File: config.mk
export PLATFORM = sky130hd
export DESIGN_NAME = camStatusUnit
export DESIGN_NICKNAME = d
export VERILOG_FILES = /design/src/rtl/camStatusPkg.sv /design/src/rtl/camPrioEnc.sv /design/src/rtl/camStatusCtrl.sv /design/src/rtl/camStatusDatapath.sv /design/src/rtl/camStatusUnit.sv
export SDC_FILE = /design/constraint.sdc
export NUM_CORES = 2
export LEC_CHECK = 0
export BUFFER_PORTS_ARGS = -buffer_cell sky130_fd_sc_hd__buf_2
export CORE_MARGIN = 2
export CORE_UTILIZATION = 45
export DETAILED_ROUTE_END_ITERATION = 6
export PLACE_DENSITY = 0.6
export SLEW_MARGIN = 5
export SYNTH_ARGS = -nofsm -noshare
export SYNTH_HDL_FRONTEND = slang
export SYNTH_SLANG_ARGS = --single-unit
export TNS_END_PERCENT = 5
File: constraint.sdc
create_clock -name clk -period 2.1 [get_ports clk]
set_input_delay 0.42 -clock clk [delete_from_list [all_inputs] [get_ports clk]]
set_output_delay 0.42 -clock clk [all_outputs]
set_load 0.1 [all_outputs]
File: src/rtl/camStatusPkg.sv
package camStatusPkg;

  localparam int STATUS_W = 32;
  localparam int FULL_POS = 31;
  localparam int MULTI_POS = 30;
  localparam int SKIP_POS = 29;
  localparam int EMPTY_POS = 28;
  localparam int HIT_POS = 0;

  // strobes from control to datapath
  typedef struct packed {
    logic doWrite;
    logic writeToNf;
    logic doCompare;
    logic doRead;
  } ctlStrobes_t;

endpackage

File: src/rtl/camPrioEnc.sv
module camPrioEnc #(
  parameter int N = 16,
  parameter int AW = 4
) (
  input  logic [N-1:0]  req,
  output logic          anyReq,
  output logic [AW-1:0] idx
);

  // lowest index wins: scan from the top so the last assignment is the lowest
  always_comb begin
    idx = '0;
    for (int i = N - 1; i >= 0; i--) begin
      if (req[i]) idx = AW'(i);
    end
  end

  assign anyReq = |req;

endmodule

File: src/rtl/camStatusCtrl.sv
module camStatusCtrl
  import camStatusPkg::*;
(
  input  logic        wrEn,
  input  logic        wrToNf,
  input  logic        cmpStrobe,
  input  logic        rdEn,
  input  logic        fullInN,
  input  logic        localFull,
  output ctlStrobes_t strb,
  output logic        nfSelect,
  output logic        fullOutN
);

  // this device is the active next-free target when upstream is full and it is not
  assign nfSelect = !fullInN && !localFull;
  assign fullOutN = !(!fullInN && localFull);

  always_comb begin
    strb.writeToNf = wrToNf;
    strb.doWrite = wrEn && (!wrToNf || nfSelect);
    strb.doCompare = cmpStrobe;
    strb.doRead = rdEn;
  end

endmodule

File: src/rtl/camStatusDatapath.sv
module camStatusDatapath
  import camStatusPkg::*;
#(
  parameter int DEPTH = 16,
  parameter int DATA_W = 64,
  parameter int ADDR_W = 4,
  parameter int PAGE_W = 23
) (
  input  logic                clk,
  input  logic                rstN,
  input  ctlStrobes_t         strb,
  input  logic [ADDR_W-1:0]   wrAddr,
  input  logic [DATA_W-1:0]   wrData,
  input  logic                wrSkip,
  input  logic                wrEmpty,
  input  logic [DATA_W-1:0]   comparand,
  input  logic [DATA_W-1:0]   cmpMask,
  input  logic [ADDR_W-1:0]   rdAddr,
  input  logic [PAGE_W-1:0]   pageAddr,
  output logic [DATA_W-1:0]   rdData,
  output logic [STATUS_W-1:0] statusWord,
  output logic [ADDR_W-1:0]   nextFree,
  output logic                localFull
);

  logic [DATA_W-1:0] memData [DEPTH];
  logic [DEPTH-1:0]  skipBit;
  logic [DEPTH-1:0]  emptyBit;
  logic [DEPTH-1:0]  hitVec;
  logic [ADDR_W-1:0] wrTarget;

  logic              hitAny;
  logic              hitMulti;
  logic [ADDR_W-1:0] hitIdx;
  logic              freeAny;
  logic [ADDR_W-1:0] freeIdx;

  logic              matchHitQ;
  logic              multiQ;
  logic [ADDR_W-1:0] matchAddrQ;
  logic              lastSkipQ;
  logic              lastEmptyQ;
  logic [DATA_W-1:0] rdDataQ;
  logic [ADDR_W-1:0] nextFreeQ;
  logic              fullQ;

  assign wrTarget = strb.writeToNf ? nextFreeQ : wrAddr;

  // storage and validity bits
  always_ff @(posedge clk or negedge rstN) begin
    if (!rstN) begin
      for (int i = 0; i < DEPTH; i++) memData[i] <= '0;
      skipBit <= '0;
      emptyBit <= '1;
    end else if (strb.doWrite) begin
      for (int i = 0; i < DEPTH; i++) begin
        if (wrTarget == ADDR_W'(i)) begin
          memData[i] <= wrData;
          skipBit[i] <= wrSkip;
          emptyBit[i] <= wrEmpty;
        end
      end
    end
  end

  // per-entry masked compare, qualified by validity
  for (genvar g = 0; g < DEPTH; g++) begin : gHit
    assign hitVec[g] = !skipBit[g] && !emptyBit[g] &&
                       (((memData[g] ^ comparand) & ~cmpMask) == '0);
  end

  assign hitMulti = (hitVec & (hitVec - DEPTH'(1))) != '0;

  camPrioEnc #(.N(DEPTH), .AW(ADDR_W)) uMatchEnc (
    .req(hitVec), .anyReq(hitAny), .idx(hitIdx)
  );

  camPrioEnc #(.N(DEPTH), .AW(ADDR_W)) uFreeEnc (
    .req(emptyBit), .anyReq(freeAny), .idx(freeIdx)
  );

  // compare result registers
  always_ff @(posedge clk or negedge rstN) begin
    if (!rstN) begin
      matchHitQ <= 1'b0;
      multiQ <= 1'b0;
      matchAddrQ <= '1;
    end else if (strb.doCompare) begin
      matchHitQ <= hitAny;
      multiQ <= hitMulti;
      matchAddrQ <= hitAny ? hitIdx : '1;
    end
  end

  // read path and last-read validity
  always_ff @(posedge clk or negedge rstN) begin
    if (!rstN) begin
      rdDataQ <= '0;
      lastSkipQ <= 1'b1;
      lastEmptyQ <= 1'b1;
    end else if (strb.doRead) begin
      if (int'(rdAddr) < DEPTH) begin
        rdDataQ <= memData[rdAddr];
        lastSkipQ <= skipBit[rdAddr];
        lastEmptyQ <= emptyBit[rdAddr];
      end else begin
        rdDataQ <= '0;
        lastSkipQ <= 1'b1;
        lastEmptyQ <= 1'b1;
      end
    end
  end

  // next-free pointer and full flag trail the validity bits by one clock
  always_ff @(posedge clk or negedge rstN) begin
    if (!rstN) begin
      nextFreeQ <= '0;
      fullQ <= 1'b0;
    end else begin
      nextFreeQ <= freeIdx;
      fullQ <= !freeAny;
    end
  end

  assign rdData = rdDataQ;
  assign nextFree = nextFreeQ;
  assign localFull = fullQ;
  assign statusWord = {~fullQ, ~multiQ, lastSkipQ, lastEmptyQ,
                       pageAddr, matchAddrQ, ~matchHitQ};

endmodule

File: src/rtl/camStatusUnit.sv
module camStatusUnit
  import camStatusPkg::*;
#(
  parameter int DEPTH = 16,
  parameter int DATA_W = 64,
  localparam int ADDR_W = $clog2(DEPTH),
  localparam int PAGE_W = 27 - ADDR_W
) (
  input  logic                clk,
  input  logic                rstN,
  input  logic                wrEn,
  input  logic                wrToNf,
  input  logic [ADDR_W-1:0]   wrAddr,
  input  logic [DATA_W-1:0]   wrData,
  input  logic                wrSkip,
  input  logic                wrEmpty,
  input  logic                cmpStrobe,
  input  logic [DATA_W-1:0]   comparand,
  input  logic [DATA_W-1:0]   cmpMask,
  input  logic                rdEn,
  input  logic [ADDR_W-1:0]   rdAddr,
  output logic [DATA_W-1:0]   rdData,
  input  logic [PAGE_W-1:0]   pageAddr,
  input  logic                fullInN,
  output logic                fullOutN,
  output logic                nfSel,
  output logic [ADDR_W-1:0]   nfAddr,
  output logic [STATUS_W-1:0] statusWord
);

  ctlStrobes_t       strb;
  logic              localFull;
  logic [ADDR_W-1:0] nextFree;

  camStatusCtrl uCtrl (
    .wrEn(wrEn),
    .wrToNf(wrToNf),
    .cmpStrobe(cmpStrobe),
    .rdEn(rdEn),
    .fullInN(fullInN),
    .localFull(localFull),
    .strb(strb),
    .nfSelect(nfSel),
    .fullOutN(fullOutN)
  );

  camStatusDatapath #(
    .DEPTH(DEPTH), .DATA_W(DATA_W), .ADDR_W(ADDR_W), .PAGE_W(PAGE_W)
  ) uDp (
    .clk(clk),
    .rstN(rstN),
    .strb(strb),
    .wrAddr(wrAddr),
    .wrData(wrData),
    .wrSkip(wrSkip),
    .wrEmpty(wrEmpty),
    .comparand(comparand),
    .cmpMask(cmpMask),
    .rdAddr(rdAddr),
    .pageAddr(pageAddr),
    .rdData(rdData),
    .statusWord(statusWord),
    .nextFree(nextFree),
    .localFull(localFull)
  );

  assign nfAddr = nfSel ? nextFree : '0;

endmodule

==> results by group <==
Layout
  • Fin nets: between 7000 and 8000
  • Final Util: between 60% and 70%
  • Most common cell after layout, fill and taps aside: buf_4
  • Final non-filler cell total: approximately 9400
  • Share of post-route cells with drive strength above 1: 62.7%
  • Most frequent cells in the layout: 2193 x buf_4, 1088 x dfrtp_1, 927 x xnor2_1
  • Syn-to-layout area delta: 45.9%

Die
  • Core area: roughly 0.15 mm2
  • Placement Rows: 140
  • Die Y-Extent: ~390 um
  • Starting Density: 45.3%
  • Die width: between 300 and 400 um
  • # IOs: 334
  • Die area: about 0.15 mm2

Routing
  • DRT iter0 DRCs: a little under 9000
  • Routed wire length: between 400000 and 500000 um
  • WL/cell: between 40 and 50 um
  • Post-DR vias/cell: about 6.5
  • ANT nets after route: 0
  • Via count: 61400
  • DR DRC count: 0
  • Drt pass-1 iters: 6

Pwr
  • PD cells: ~1600 mW/mm2
  • Sw Ratio: 43.5%
  • NetSw: 66.1 mW
  • Tot Pwr: between 150 and 200 mW
  • Leak pwr: 42.4 nW
  • Sequential Power Share: between 20% and 30%
  • Internal Power: between 80 and 90 mW
  • Clock power frac: between 10% and 20%
  • Comb power frac: a little under three fifths
  • Peak supply drop: 0.00118 V

STA
  • Max Slew Vio Count: 0
  • Worst hold margin: 0.0702 ns
  • Worst clock skew: between 0.03 and 0.04 ns
  • Final min period: 3.11 ns
  • Final worst setup slack: -1.01 ns
  • Final setup viols: roughly 1000
  • Slew Limit Headroom: 33.8%
  • Fmax: about 320 MHz
  • Post-route setup TNS: -172.29 ns
  • Tcrit/Tclk final: 148%
  • Endpoints failing hold: 0
  • RSZ-0062 raised after global routing: true
  • Worst-margin pin slew: slightly below 1 ns

GRT
  • Largest net degree at the start of global routing: 96
  • Number of global-route vias before repair: around 60000
  • GRT Overall Usage: between 50 and 60%
  • Grt ovf: 0
  • First-pass GRT wire length: about 550000 um
  • Antenna violations before repair: between 60 and 70

Critical path
  • Required @ worst endpoint: approximately 2.8 ns
  • WP data arrival: roughly 3.8 ns
  • Critical path class: flip-flop to flip-flop
  • Worst setup SP type: flip-flop
  • Crit-path max FO: 3
  • CP Capture Type: flip-flop

Clock tree
  • Reg clk slew, reported paths: 0.06 ns
  • Root buffer cell: clkbuf_16
  • Cts bufs inserted: 134
  • Longest Clk Path Bufs: 3
  • CTS tree: done
  • H-tree depth: 4
  • Clock insertion delay at the later pin of the skew report: 0.84 ns
  • Clock sinks: ~1100

Synth
  • Ranking of synthesized cells by area: dfrtp_1 42%, mux2_2 19%, xnor2_1 14%, mux4_2 11%, o22ai_1 4.7%
  • Post-synth top area cell: dfrtp_1
  • Syn. warnings: 0
  • Syn nets: 5265
  • Top cell type's share of synthesized area: a little over two fifths
  • Sequential share of the synthesized area: 43.1%
  • Primary FF master, synth: dfrtp_1
  • Synth Instances: between 5000 and 6000
  • Mapped Area: approximately 0.066 mm2
  • Unique cell type count in the Yosys netlist: 53
  • Post-synth EDFFs: 0
  • Post-synthesis async set-or-reset flop share: 100%
  • Syn Area/Cell: around 13 um2
  • Synth Register Bits: ~1100

Place
  • I/O Buffers: about 290
  • RD Place Congestion: around 1.3
  • Dpl hpwl: about 330000 um
  • Cells after DPL: just over 9000

Min path
  • Hold Path Class: primary input to flip-flop

Status
  • Status: complete, but fails checks
  • Failing checks: negative setup slack

Flow run
  • Max_cap viols: 0
[power by group through the flow]
| stage | registers, mW | logic (mW) | clock network [mW] |
|---|---|---|---|
| after detailed placement | 40.9 | 77.2 | 0 |
| after floorplan | 42.5 | 26.7 | 0 |
| after global routing | 42.2 | 85.4 | 24.7 |
| final | 41.8 | 86.2 | 23.8 |
| after CTS | 40.9 | 80.1 | 23.8 |
| after global placement | 40.6 | 76.4 | 0 |
[final cells by class]
class	instances	area [um2]
antenna	24	60.1
inverter	13	48.8
fill	10900	49300
clock inverter	34	463
multi-input combinational	3352	37500
tap	1917	2400
timing repair buffer	2766	23200
sequential	1133	28400
clock buffer	208	3940
[registers in the layout (all words and copies together) (netlist names), 4 cells and up]
register / count
uDp.emptyBit: 16
uDp.skipBit: 16
uDp.nextFree: 4
uDp.matchAddrQ: 4
uDp.rdData: 64
uDp.memData: 1024
[through the flow]
step                worst slack, ns  area [um2]
floorplan                    -0.797       65900
detailed placement            -2.10       87400
global placement              -2.18       87400
CTS                          -0.834       94500
global route                 -0.940       96000
finish                        -1.01       96100
[cell families after synthesis]
logic type             count (synthesis)  synth area share, %
multiplexers                        1450                 30.4
flip-flops                          1133                 43.1
AND/OR/NAND/NOR                      322                 2.67
XOR/XNOR                            1024                 13.7
buffers and inverters                548                 4.84
AO/OA/AOI/OAI                        556                 5.29
[worst max-delay path: stages (launching register included)]
cell	delay, ns
dfrtp_1	0.42
xnor2_2	0.39
o22ai_1	0.38
nor4_4	0.44
nand3_1	0.34
nor3_2	0.29
nor2_1	0.13
nand4_1	0.19
o21a_1	0.20
o22ai_4	0.08
a41oi_2	0.16
[worst paths after layout]
kind                            slack (ns)           endpoint              start  cells after the start
min in group asynchronous             0.13      uDp.localFull               rstN                      2
worst max-delay path                 -1.01         uDp.multiQ   uDp.memData[243]                     10
worst min register to register        0.49  uDp.matchAddrQ[3]  uDp.matchAddrQ[3]                      2
max in group asynchronous             0.93   uDp.memData[676]               rstN                      4
worst max register to register       -1.01         uDp.multiQ   uDp.memData[243]                     10
worst min-delay path                  0.07   uDp.memData[292]         wrData[36]                      2
[routing by layer]
layer | routed length [um] | global-route usage [%] | vias up | share of wire [%]
li1 | - | - | 23200 | -
met2 | 163000 | 73.6 | 4998 | 39
met4 | 44100 | 44.6 | 54 | 11
met3 | 61500 | 25.3 | 1482 | 15
met5 | 442 | 0 | - | 0.11
met1 | 149000 | 67.5 | 31600 | 36
[synthesized netlist by cell type (all sizes together), types with 3 or more instances]
library cell,n
a21oi,14
and2,3
buf,351
clkbuf,184
dfrtp,1111
dfstp,22
inv,13
mux2,1118
mux4,330
nand2,24
nand2b,5
nand3,18
nand3b,3
nand4,17
nor2,86
nor3,40
nor4,118
o2111ai,4
o21ai,22
o21bai,4
o22ai,498
xnor2,1024
[timing repair]
action | CTS | global route
hold endpoints to repair | 194 | 0
buffers inserted | 19 | 19
pin swaps | 51 | 63
resized for setup | 484 | 257
gates cloned | 6 | 4
endpoints found under the setup margin | 1031 | 1054
hold buffers | 3 | 0
Power figures use the tool's default switching activity.
